## config.mk

```make
export PLATFORM = sky130hd
export DESIGN_NAME = jump_cond_eval
export DESIGN_NICKNAME = d
export VERILOG_FILES = /design/src/rtl/jce_pkg.sv /design/src/rtl/jce_flag_test.sv /design/src/rtl/jce_loop_step.sv /design/src/rtl/jce_out_stage.sv /design/src/rtl/jump_cond_eval.sv
export SDC_FILE = /design/constraint.sdc
export NUM_CORES = 1
export LEC_CHECK = 0
export BUFFER_PORTS_ARGS = -buffer_cell sky130_fd_sc_hd__buf_2
export CAP_MARGIN = 0
export CORE_UTILIZATION = 61
export CTS_BUF_LIST = sky130_fd_sc_hd__clkbuf_4
export CTS_CLUSTER_DIAMETER = 120
export DETAILED_ROUTE_END_ITERATION = 10
export PLACE_DENSITY = 0.92
export SLEW_MARGIN = 20
export SYNTH_ARGS = -nofsm -noshare
export SYNTH_HDL_FRONTEND = slang
export SYNTH_SLANG_ARGS = --single-unit
```

## constraint.sdc

```tcl
create_clock -name clk -period 8.6 [get_ports clk]
set_input_delay 0.43 -clock clk [delete_from_list [all_inputs] [get_ports clk]]
set_output_delay 0.43 -clock clk [all_outputs]
set_load 0.01 [all_outputs]
```

## src/rtl/jce_pkg.sv

```systemverilog
// Package: shared types and condition encodings for the jump condition evaluator.
// Assumes flag vectors are ordered {carry, overflow, high, equal, low}.
package jce_pkg;

    typedef enum logic [1:0] {
        OP_FLAG    = 2'd0,
        OP_LOOP_DN = 2'd1,
        OP_LOOP_UP = 2'd2,
        OP_RSVD    = 2'd3
    } jce_op_e;

    typedef struct packed {
        logic carry;
        logic ovf;
        logic high;
        logic equal;
        logic low;
    } jce_flags_t;

    localparam logic [3:0] CC_NEVER = 4'd0;
    localparam logic [3:0] CC_LO    = 4'd1;
    localparam logic [3:0] CC_EQ    = 4'd2;
    localparam logic [3:0] CC_LE    = 4'd3;
    localparam logic [3:0] CC_HI    = 4'd4;
    localparam logic [3:0] CC_NE    = 4'd5;
    localparam logic [3:0] CC_HE    = 4'd6;
    localparam logic [3:0] CC_NV    = 4'd7;
    localparam logic [3:0] CC_V     = 4'd8;
    localparam logic [3:0] CC_C     = 4'd10;
    localparam logic [3:0] CC_NC    = 4'd11;
    localparam logic [3:0] CC_ALL   = 4'd15;

endpackage

```

## src/rtl/jce_flag_test.sv

```systemverilog
// Module: jce_flag_test
// Combinational decode of a condition code against one flag bank.
// Applies the overflow veto: a set overflow bit forces not-taken for every
// code except the overflow test and the unconditional code.
// Assumes the caller has already chosen the bank.
module jce_flag_test
    import jce_pkg::*;
(
    input  logic [3:0] code,
    input  jce_flags_t flg,
    output logic       take,
    output logic       bad_code
);

    logic raw;
    logic exempt;

    // Raw condition per code, plus detection of the unused encodings.
    always_comb begin
        raw      = 1'b0;
        bad_code = 1'b0;
        exempt   = 1'b0;
        case (code)
            CC_NEVER: raw = 1'b0;
            CC_LO:    raw = flg.low;
            CC_EQ:    raw = flg.equal;
            CC_LE:    raw = flg.low | flg.equal;
            CC_HI:    raw = flg.high;
            CC_NE:    raw = ~flg.equal;
            CC_HE:    raw = flg.high | flg.equal;
            CC_NV:    raw = ~flg.ovf;
            CC_V:     begin raw = flg.ovf; exempt = 1'b1; end
            CC_C:     raw = flg.carry;
            CC_NC:    raw = ~flg.carry;
            CC_ALL:   begin raw = 1'b1; exempt = 1'b1; end
            default:  bad_code = 1'b1;
        endcase
    end

    // Overflow veto on everything but the exempt codes.
    always_comb take = raw & (exempt | ~flg.ovf);

endmodule

```

## src/rtl/jce_loop_step.sv

```systemverilog
// Module: jce_loop_step
// Combinational count step for the index-loop operations: decrement and
// test "new > limit", or increment and test "new <= limit".
// Assumes unsigned comparison and modulo-2^W wrap of the count.
module jce_loop_step #(
    parameter int CNT_W = 32
) (
    input  logic [CNT_W-1:0] count,
    input  logic [CNT_W-1:0] limit,
    input  logic             dir_up,
    output logic [CNT_W-1:0] next_count,
    output logic             hit
);

    localparam logic [CNT_W-1:0] STEP = CNT_W'(1);

    // Next count and the direction-dependent compare against the limit.
    always_comb begin
        if (dir_up) begin
            next_count = count + STEP;
            hit        = (next_count <= limit);
        end else begin
            next_count = count - STEP;
            hit        = (next_count > limit);
        end
    end

endmodule

```

## src/rtl/jce_out_stage.sv

```systemverilog
// Module: jce_out_stage
// Result register: captures the decision one cycle after a valid request.
// taken and illegal are qualified by the request; the count is held between
// requests. Assumes synchronous active-low reset.
module jce_out_stage #(
    parameter int CNT_W = 32
) (
    input  logic             clk,
    input  logic             rst_n,
    input  logic             d_valid,
    input  logic             d_take,
    input  logic             d_illegal,
    input  logic [CNT_W-1:0] d_count,
    output logic             q_valid,
    output logic             q_take,
    output logic             q_illegal,
    output logic [CNT_W-1:0] q_count
);

    // Register the result; count only updates on a request.
    always_ff @(posedge clk) begin
        if (!rst_n) begin
            q_valid   <= 1'b0;
            q_take    <= 1'b0;
            q_illegal <= 1'b0;
            q_count   <= '0;
        end else begin
            q_valid   <= d_valid;
            q_take    <= d_valid & d_take;
            q_illegal <= d_valid & d_illegal;
            if (d_valid) q_count <= d_count;
        end
    end

    AST_ILLEGAL_NOT_TAKEN: assert property (@(posedge clk) disable iff (!rst_n)
        q_illegal |-> !q_take);
    AST_QUALIFIED_OUT: assert property (@(posedge clk) disable iff (!rst_n)
        !q_valid |-> (!q_take && !q_illegal));

endmodule

```

## src/rtl/jump_cond_eval.sv

```systemverilog
// Module: jump_cond_eval (top)
// Evaluates conditional-jump and index-loop requests; result one cycle later.
// Assumes flags arrive as {carry, overflow, high, equal, low} and that the
// overflow veto applies to flag tests only, not to loop steps.
module jump_cond_eval
    import jce_pkg::*;
#(
    parameter int CNT_W = 32
) (
    input  logic             clk,
    input  logic             rst_n,
    input  logic             in_valid,
    input  logic [1:0]       op_kind,
    input  logic [3:0]       cond_code,
    input  logic             use_saved,
    input  logic [4:0]       live_flags,
    input  logic [4:0]       saved_flags,
    input  logic [CNT_W-1:0] count_in,
    input  logic [CNT_W-1:0] limit_in,
    output logic             out_valid,
    output logic             taken,
    output logic             illegal,
    output logic [CNT_W-1:0] count_out
);

    jce_flags_t       sel_flags;
    jce_op_e          op;
    logic             flag_take;
    logic             flag_bad;
    logic [CNT_W-1:0] loop_next;
    logic             loop_hit;
    logic             d_take;
    logic             d_illegal;
    logic [CNT_W-1:0] d_count;

    // Bank selection and operation decode.
    always_comb begin
        sel_flags = use_saved ? jce_flags_t'(saved_flags) : jce_flags_t'(live_flags);
        op        = jce_op_e'(op_kind);
    end

    jce_flag_test u_flag (
        .code     (cond_code),
        .flg      (sel_flags),
        .take     (flag_take),
        .bad_code (flag_bad)
    );

    jce_loop_step #(.CNT_W(CNT_W)) u_loop (
        .count      (count_in),
        .limit      (limit_in),
        .dir_up     (op == OP_LOOP_UP),
        .next_count (loop_next),
        .hit        (loop_hit)
    );

    // Merge the flag-test and loop results by operation kind.
    always_comb begin
        case (op)
            OP_FLAG: begin
                d_take    = flag_take;
                d_illegal = flag_bad;
                d_count   = count_in;
            end
            OP_LOOP_DN, OP_LOOP_UP: begin
                d_take    = loop_hit;
                d_illegal = 1'b0;
                d_count   = loop_next;
            end
            default: begin
                d_take    = 1'b0;
                d_illegal = 1'b1;
                d_count   = count_in;
            end
        endcase
    end

    jce_out_stage #(.CNT_W(CNT_W)) u_out (
        .clk       (clk),
        .rst_n     (rst_n),
        .d_valid   (in_valid),
        .d_take    (d_take),
        .d_illegal (d_illegal),
        .d_count   (d_count),
        .q_valid   (out_valid),
        .q_take    (taken),
        .q_illegal (illegal),
        .q_count   (count_out)
    );

    AST_VALID_LATENCY: assert property (@(posedge clk) disable iff (!rst_n)
        in_valid |=> out_valid);
    AST_IDLE_LATENCY: assert property (@(posedge clk) disable iff (!rst_n)
        !in_valid |=> !out_valid);
    AST_ALWAYS_TAKEN: assert property (@(posedge clk) disable iff (!rst_n)
        (in_valid && op_kind == 2'd0 && cond_code == 4'd15) |=> taken);
    AST_OVERFLOW_VETO: assert property (@(posedge clk) disable iff (!rst_n)
        (in_valid && op_kind == 2'd0 && cond_code != 4'd8 && cond_code != 4'd15
         && (use_saved ? saved_flags[3] : live_flags[3])) |=> !taken);
    AST_COUNT_DOWN: assert property (@(posedge clk) disable iff (!rst_n)
        (in_valid && op_kind == 2'd1) |=> (count_out == $past(count_in) - CNT_W'(1)));
    AST_COUNT_UP: assert property (@(posedge clk) disable iff (!rst_n)
        (in_valid && op_kind == 2'd2) |=> (count_out == $past(count_in) + CNT_W'(1)));
    AST_FLAG_PASS_COUNT: assert property (@(posedge clk) disable iff (!rst_n)
        (in_valid && op_kind == 2'd0) |=> (count_out == $past(count_in)));

endmodule

```

==> results.txt, run 1 <==
The cell count after synthesis is about 700. The post-CTS resize count came out at 0. The total of buffers placed on input and output ports is around 120.

CTS saw 35 sinks. The share of synthesized area occupied by flip-flops and latches came out at 14.0%. In this run the worst hold path is classified as input port to flop. Measured on the finished design, the core utilization comes to 71.5%. The number of vias per cell after detailed routing is 6.33. VDD sags by at most 56.1 uV.

The slowest stage of the critical path is the nor3_1 cell. The power density over the cells came out at around 90 nW/um^2. The clock edge transition at the registers on the reported setup and hold paths is 0.15 ns. The total chip power came out at between 0.5 and 0.6 mW.

Summing all multi-input logic gate instances after layout gives 3900 sq um. On the worst path, the slowest cell contributes a delay of between 0.8 and 0.9 ns. Adding up every negative setup slack in the final design gives 0 ns. The first detailed-routing pass ran for 5 iterations. The TritonCTS clock tree is yes.

The worst setup path is launched from an input port. The met3 layer wire length in the routed design came out at 1600 um. The synthesis-to-finish area growth is 11.9%. The first global-routing pass estimated around 26,000 um of wire. In this run the worst setup path begins at count_in[0].

The number of nets with antenna violations after detailed routing came out at 0. The die span in y came out at approximately 92 um. The final number of max-transition violations came to 0. The number of unique standard cell types used by synthesis came out at 59.

In this run the tightest slew margin relative to its limit is between 20% and 30%. For the worst setup path, the data required time is 8.89 ns. The share of the cycle needed by the critical path after routing came out at 43.4%. The number of global-route vias before repair is 5,214. The placer's final routability congestion estimate is 0.971. The number of setup violations in the final report came out at 0. The number of maximum-capacitance violations is 0. In this run the static leakage power is 2.54 nW. The worst hold path begins at count_in[30]. The post-synthesis cell type with the largest combined area is ha_1. The number of enable flip-flop cells after synthesis came out at 0. The top cell type's share of synthesized area came out at 17.1%. The half-perimeter wire length after detailed placement came out at ~12,000 um.

The H-tree depth came out at 2. The number of buffers created by CTS is 5. The most repeated library cell on the critical path is nand4_1. The post-synthesis net count is 855. STA classifies the critical path endpoint as a flop. The clock latency on the worst-skew pair is ~0.34 ns.

The post-route minimum period came out at 3.73 ns. At the pin with the least slew margin, the transition time is 1.08 ns. The post-cts hold buffer count came out at 0. The Yosys step of the flow raised 0 warnings. The flip-flop and latch area came out at 701 sq um. The pin count of the biggest net entering global routing is 72. The number of remaining DRC errors is 0. Setup repair after global routing left no endpoint under its margin.

The met2 wirelength from detailed routing came out at 6910 um. The number of setup buffers added after CTS came out at 0. The number of inserted diodes is 0.

The tree is rooted in a clkbuf_4. The overall routing resource usage is 37.5%. The count of vias placed by the detailed router came out at 5,581. The share of synthesized registers carrying an async set or reset came out at 0%. By startpoint and endpoint, the worst setup path is classified as input port to flop.

The starting DRC count in detailed routing is 607. The post-route worst hold slack is 0.375 ns. The wire length on met1 is 6640 um. The average footprint of a synthesized cell came out at roughly 7 sq um.

The count of fill cells added during filler insertion came out at 701. The peak clock frequency supported by timing came out at 268 MHz. The average routed wire per standard cell came out at between 15 and 20 um. The residual overflow from global routing came out at 0. The proportion of layout cells with a drive suffix above 1 came out at 18.4%. The run finished with clean final reports. By area the synthesized netlist is led by ha_1, dfxtp_1, xor2_1.

The full die area came out at 8540 sq um. The total length of routed wires came out at 15,600 um. The final setup skew came out at 0 ns. In this run the core area contains 32 standard-cell rows.

Summing every instance area after synthesis gives around 5000 sq um. For this configuration, the core starts out at a cell density of between 60 and 70%. The initial antenna violation count came out at 0. The startpoint identified for the worst register-to-register timing path is u_out.q_count[27]$_SDFFE_PN0P_. The number of nets in the final layout is 930.

Signal routing reaches up to met4. The core outline area came out at about 7800 sq um. For the worst setup path, the data arrival time is 4.02 ns. Along the worst path, the maximum fanout reaches 9. Traced cell by cell, the critical path runs through buf_2 -> ha_1 -> nand2_1 -> nor3_1 -> nand2_1 -> xnor2_1 -> ha_1 -> nand4_1 -> nor4_1 -> nand4_1 -> nand2b_1 -> o211ai_1 -> nand4_1 -> o32ai_1. In this run the horizontal extent of the chip is 92.4 um. The count of final hold-check violations is 0.

In this run the deepest clock path goes through 2 buffers. The primary flip-flop cell chosen by synthesis mapping is dfxtp_1. Pin placement for this block handled 119 I/O pins. The flip-flop and latch count after synthesis is 35.
flip-flops by register name, summed over array words and instances, names as in the netlist:
signal	count
u_out.q_valid	1
u_out.q_take	1
u_out.q_illegal	1
u_out.q_count	32
Yosys cell counts, types with 3 or more instances:
master / number
nand2_1: 58
buf_1: 8
a21o_1: 11
nand2b_1: 3
a31oi_1: 6
xor2_1: 41
buf_2: 8
nor2_1: 66
nor2b_1: 7
nor4_1: 12
nand3b_1: 3
or3_1: 7
clkbuf_1: 37
and4_1: 3
dfxtp_1: 35
ha_1: 68
a221oi_1: 3
a211oi_1: 13
o21ai_0: 42
nor3_1: 22
nand3_1: 37
o211ai_1: 5
and3_1: 4
nand4_1: 25
xnor2_1: 38
mux2i_1: 11
a21oi_1: 45
inv_1: 44
stage by stage:
stage	area [sq um]	instances	setup WS (ns)
after floorplan	4990	703	5.04
after global placement	5520	873	4.72
after detailed placement	5520	873	4.53
after CTS	5580	881	4.91
after global routing	5580	881	4.54
final	5580	881	4.87
cell type report:
class,instances,area share [%]
sequential,35,12.6
multi-input combinational,569,70.0
inverter,45,3.03
clock buffer,5,0.673
timing repair buffer,122,11.1
clock inverter,3,0.359
tap,102,2.29
layer usage:
layer,up-vias,track usage (%)
met5,-,0
met1,2553,50.6
met2,344,61.4
li1,2636,-
met4,0,11.8
met3,48,5.09
critical path: cells and delay by family:
kind | cells | cell delay, ns
XOR/XNOR | 1 | 0.19
AND/OR/NAND/NOR | 8 | 2.22
AO/OA/AOI/OAI | 2 | 0.36
adder cells (fa/ha/maj) | 2 | 0.62
buffers and inverters | 1 | 0.19
placed cells by master, fill, tap and decap left out, types with 4 or more instances in the layout:
| cell type | instances |
|---|---|
| xnor2_1 | 38 |
| clkbuf_4 | 5 |
| mux2i_1 | 11 |
| xor2_1 | 41 |
| a31oi_1 | 6 |
| ha_1 | 68 |
| buf_4 | 4 |
| nor4_1 | 12 |
| inv_1 | 44 |
| nand4_1 | 25 |
| nor2b_1 | 7 |
| nand3_1 | 37 |
| or3_1 | 7 |
| a211oi_1 | 13 |
| a21o_1 | 11 |
| dfxtp_1 | 35 |
| o211ai_1 | 5 |
| nand2_1 | 58 |
| and3_1 | 4 |
| nor3_1 | 22 |
| buf_2 | 118 |
| a21oi_1 | 45 |
| nor2_1 | 66 |
| o21ai_0 | 42 |
power breakdown:
| group | switching [mW] | internal, mW |
|---|---|---|
| Clock | 0.0694 | 0.0313 |
| Combinational | 0.136 | 0.0849 |
| Sequential | 0.00572 | 0.174 |
| Total | 0.211 | 0.290 |
cells by family after synthesis:
logic type	Yosys count	share of synthesized area (%)
AND/OR/NAND/NOR	264	27.1
AO/OA/AOI/OAI	146	17.8
XOR/XNOR	79	13.9
flip-flops	35	14.0
buffers and inverters	99	7.68
adder cells (fa/ha/maj)	68	17.1
multiplexers	12	2.43
final timing paths:
| path | endpoint | slack (ns) | cells after the start |
|---|---|---|---|
| worst min register to register | u_out.q_count[0]$_SDFFE_PN0P_ | 0.49 | 2 |
| worst max-delay path | u_out.q_take$_SDFF_PN0_ | 4.87 | 14 |
| worst min-delay path | u_out.q_count[30]$_SDFFE_PN0P_ | 0.37 | 3 |
| worst max register to register | u_out.q_count[27]$_SDFFE_PN0P_ | 7.69 | 3 |
No activity file was read; power rests on OpenSTA's default activity.
==> run 2, diff against run 1 <==
--- a/config.mk
+++ b/config.mk
@@ -7,11 +7,11 @@
 export LEC_CHECK = 0
 export BUFFER_PORTS_ARGS = -buffer_cell sky130_fd_sc_hd__buf_2
 export CAP_MARGIN = 0
-export CORE_UTILIZATION = 61
+export CORE_UTILIZATION = 57
 export CTS_BUF_LIST = sky130_fd_sc_hd__clkbuf_4
 export CTS_CLUSTER_DIAMETER = 120
 export DETAILED_ROUTE_END_ITERATION = 10
-export PLACE_DENSITY = 0.92
+export PLACE_DENSITY = 0.87
 export SLEW_MARGIN = 20
 export SYNTH_ARGS = -nofsm -noshare
 export SYNTH_HDL_FRONTEND = slang
==> constraint.sdc (replaced) <==
create_clock -name clk -period 3.9 [get_ports clk]
set_input_delay 0.195 -clock clk [delete_from_list [all_inputs] [get_ports clk]]
set_output_delay 0.195 -clock clk [all_outputs]
set_load 0.01 [all_outputs]
==> run 2 against run 1 <==
- non-clock buffer count rose by 7
- first-iteration DRC count rose by 9.9%
- critical path depth did not move
- count of clock-buffer cells in the layout did not move
- utilization fell by 4.0 points
- combinational power rose by 120%
- design area rose by 0.81%
- clock power rose by 94%
- setup slack got worse by 4.4 ns
- register-to-register slack got worse by 4.7 ns
- final cell count rose by 1.0%
- power rose by 110%
- critical path type unchanged
- largest power group unchanged
==> results.txt, run 2 (synthesis gave the netlist of run 1 again) <==
The worst slew slack as a fraction of its limit came out at 54.3% (+26 points). The fraction of the core area covered by cells at the end of the flow is 67.4% (-4.0 points). From synthesis to final layout, the design area changed by 12.8%.

The multi-input logic area is 3900 sq um (unchanged). The register with the most flip-flops is u_out.q_count. The critical path class is input port to flop. The half-perimeter wire length after detailed placement was 12,400 um (+0.14%). The full die area came out at 9130 sq um (+6.9%).

The row count came to 33 (+3.1%). The number of buffers created by CTS is 5 (unchanged). The worst setup path is launched from an input port.

The number of nets with antenna violations after detailed routing came out at 0 (unchanged). The clock edge transition at the registers on the reported setup and hold paths came out at 0.13 ns (-0.02 ns). The number of maximum-capacitance violations came to 0 (unchanged). The die width is 95.5 um (+3.4%). The count of final hold-check violations was 0 (unchanged).

The final setup skew is 0 ns (unchanged). TritonCTS built the clock tree. The number of setup buffers added after CTS came out at 0 (unchanged).

The kind of path behind the tightest hold check is input port to flop. The worst-margin pin slew is 0.679 ns (-0.399 ns). The number of global-route vias before repair is 5,027 (-3.6%). The total length of routed wires came out at 15,300 um (-1.8%). The post-CTS resize count was 0 (unchanged). The post-route minimum period came out at 3.45 ns. The core outline area came out at 8340 sq um (+6.8%). The H-tree depth came to 2 (unchanged). The post-cts hold buffer count was 0 (unchanged). The worst setup slack after placement came to 0.169 ns (-4.36 ns). The pin count of the biggest net entering global routing is 51 (-29%). The count of vias placed by the detailed router came out at 5,465 (-2.1%). The clock latency on the worst-skew pair is 0.32 ns (-0.02 ns).

The sink count of the clock tree is 35 (unchanged). The share of the cycle needed by the critical path after routing came out at between 80% and 90%. The worst setup path is captured at a flop.

The first-pass GRT wire length is 24,500 um (-3.9%). The die span in y was 95.5 um (+3.4%). Leaving out fill and tap cells, the most frequent cell in the layout is buf_2. The starting DRC count in detailed routing came out at 667 (+9.9%). The top cell types in the final layout, fill and taps aside, are buf_2, ha_1, nor2_1. Setup repair after global routing left no endpoint under its margin. The proportion of layout cells with a drive suffix above 1 came out at 18.9% (+0.50 points). The flip-flop and latch area is 701 sq um (unchanged).

The least setup slack across all paths after layout came to 0.453 ns (-4.42 ns). The number of setup violations in the final report is 0 (unchanged). The initial core utilization came to 59.8% (-4.1 points). The placer's final routability congestion estimate is 0.957 (-1.5%).

The residual overflow from global routing came out at 0 (unchanged). The maximum clock path buffer count came to 2 (unchanged). The number of iterations in the first detailed-routing pass is 5 (unchanged). The number of remaining DRC errors was 0 (unchanged). The number of I/O pins came out at 119 (unchanged). The final number of max-transition violations is 0 (unchanged). The count of fill cells added during filler insertion is 762 (+8.7%). The overall routing resource usage is 34.5% (-3.0 points). The critical path arrival came to 3.71 ns (-0.31 ns).

The total negative slack came out at 0 ns (unchanged). The flow ran to the end, and the final reports show no timing, DRC or antenna violations. The largest driver fanout on the critical path came to 9 (unchanged). The average routed wire per standard cell was 17.2 um (-2.8%). The number of flip-flops in the largest register is 32 (unchanged). The tree is rooted in a clkbuf_4. The number of nets in the final layout is 937 (+0.75%). The worst endpoint required time came out at 4.16 ns (-4.73 ns). The initial antenna violation count came out at 0 (unchanged). The peak clock frequency supported by timing is 290 MHz. The total of buffers placed on input and output ports is 118 (unchanged). The number of inserted diodes is 0 (unchanged). The number of vias per cell after detailed routing came out at 6.14 (-3.1%). The power density over the cells is 191 nW/um^2 (+110%).

The worst IR drop on VDD came to 138 uV (+150%). The leakage power was 2.58 nW (+1.4%). The register-to-register path setup slack came to 3.02 ns (-4.67 ns).
[run 2: cell types whose count changed in the layout (fill, tap and decap cells not counted), sizes merged]
cell,delta
clkinv,+1
clkinvlp,-2
buf,+7
[run 2: area by class of cell]
type                    instances  area share, %
inverters                      45           3.00
clock inverters                 2          0.156
flip-flops and latches         35           12.5
repair buffers                129           12.0
clock buffers                   5          0.667
multi-input cells             569           69.4
well taps                     105           2.34
[run 2: power by group]
group | internal, mW | switching (mW)
Clock | 0.0641 | 0.132
Combinational | 0.189 | 0.294
Sequential | 0.384 | 0.0125
[run 2: worst paths after layout]
path	depth (start not counted)	from	end
max	14	count_in[0]	u_out.q_take$_SDFF_PN0_
min	3	count_in[30]	u_out.q_count[30]$_SDFFE_PN0P_
max reg2reg	3	u_out.q_count[27]$_SDFFE_PN0P_	u_out.q_count[27]$_SDFFE_PN0P_
min reg2reg	2	u_out.q_count[24]$_SDFFE_PN0P_	u_out.q_count[24]$_SDFFE_PN0P_
[run 2: worst max-delay path, stage by stage]
cell	delay (ns)
buf_2	0.16
inv_1	0.07
ha_1	0.22
or4b_1	0.56
nor4_2	0.35
and3_1	0.25
nand2_1	0.09
or3_1	0.38
xnor2_1	0.16
ha_1	0.28
nand4_1	0.13
nor4_1	0.42
a221oi_1	0.18
o32ai_1	0.26
[run 2: per-stage QoR]
stage                     cells  power [mW]  area, sq um  hold slack (ns)
final                       890        1.08         5620            0.164
after global routing        890        1.15         5620            0.165
after CTS                   890        1.07         5620            0.159
after detailed placement    883       0.877         5580            0.483
after global placement      883       0.860         5580            0.473
after floorplan             703       0.718         4990            0.352
[run 2: routing by layer]
metal	track usage, %	up-vias	wire [um]	share of wire [%]
li1	-	2656	-	-
met1	48.4	2495	6830	44
met2	56.0	283	6880	45
met3	3.67	31	1320	8.6
met4	8.71	0	310	2.0
met5	0	-	0	0
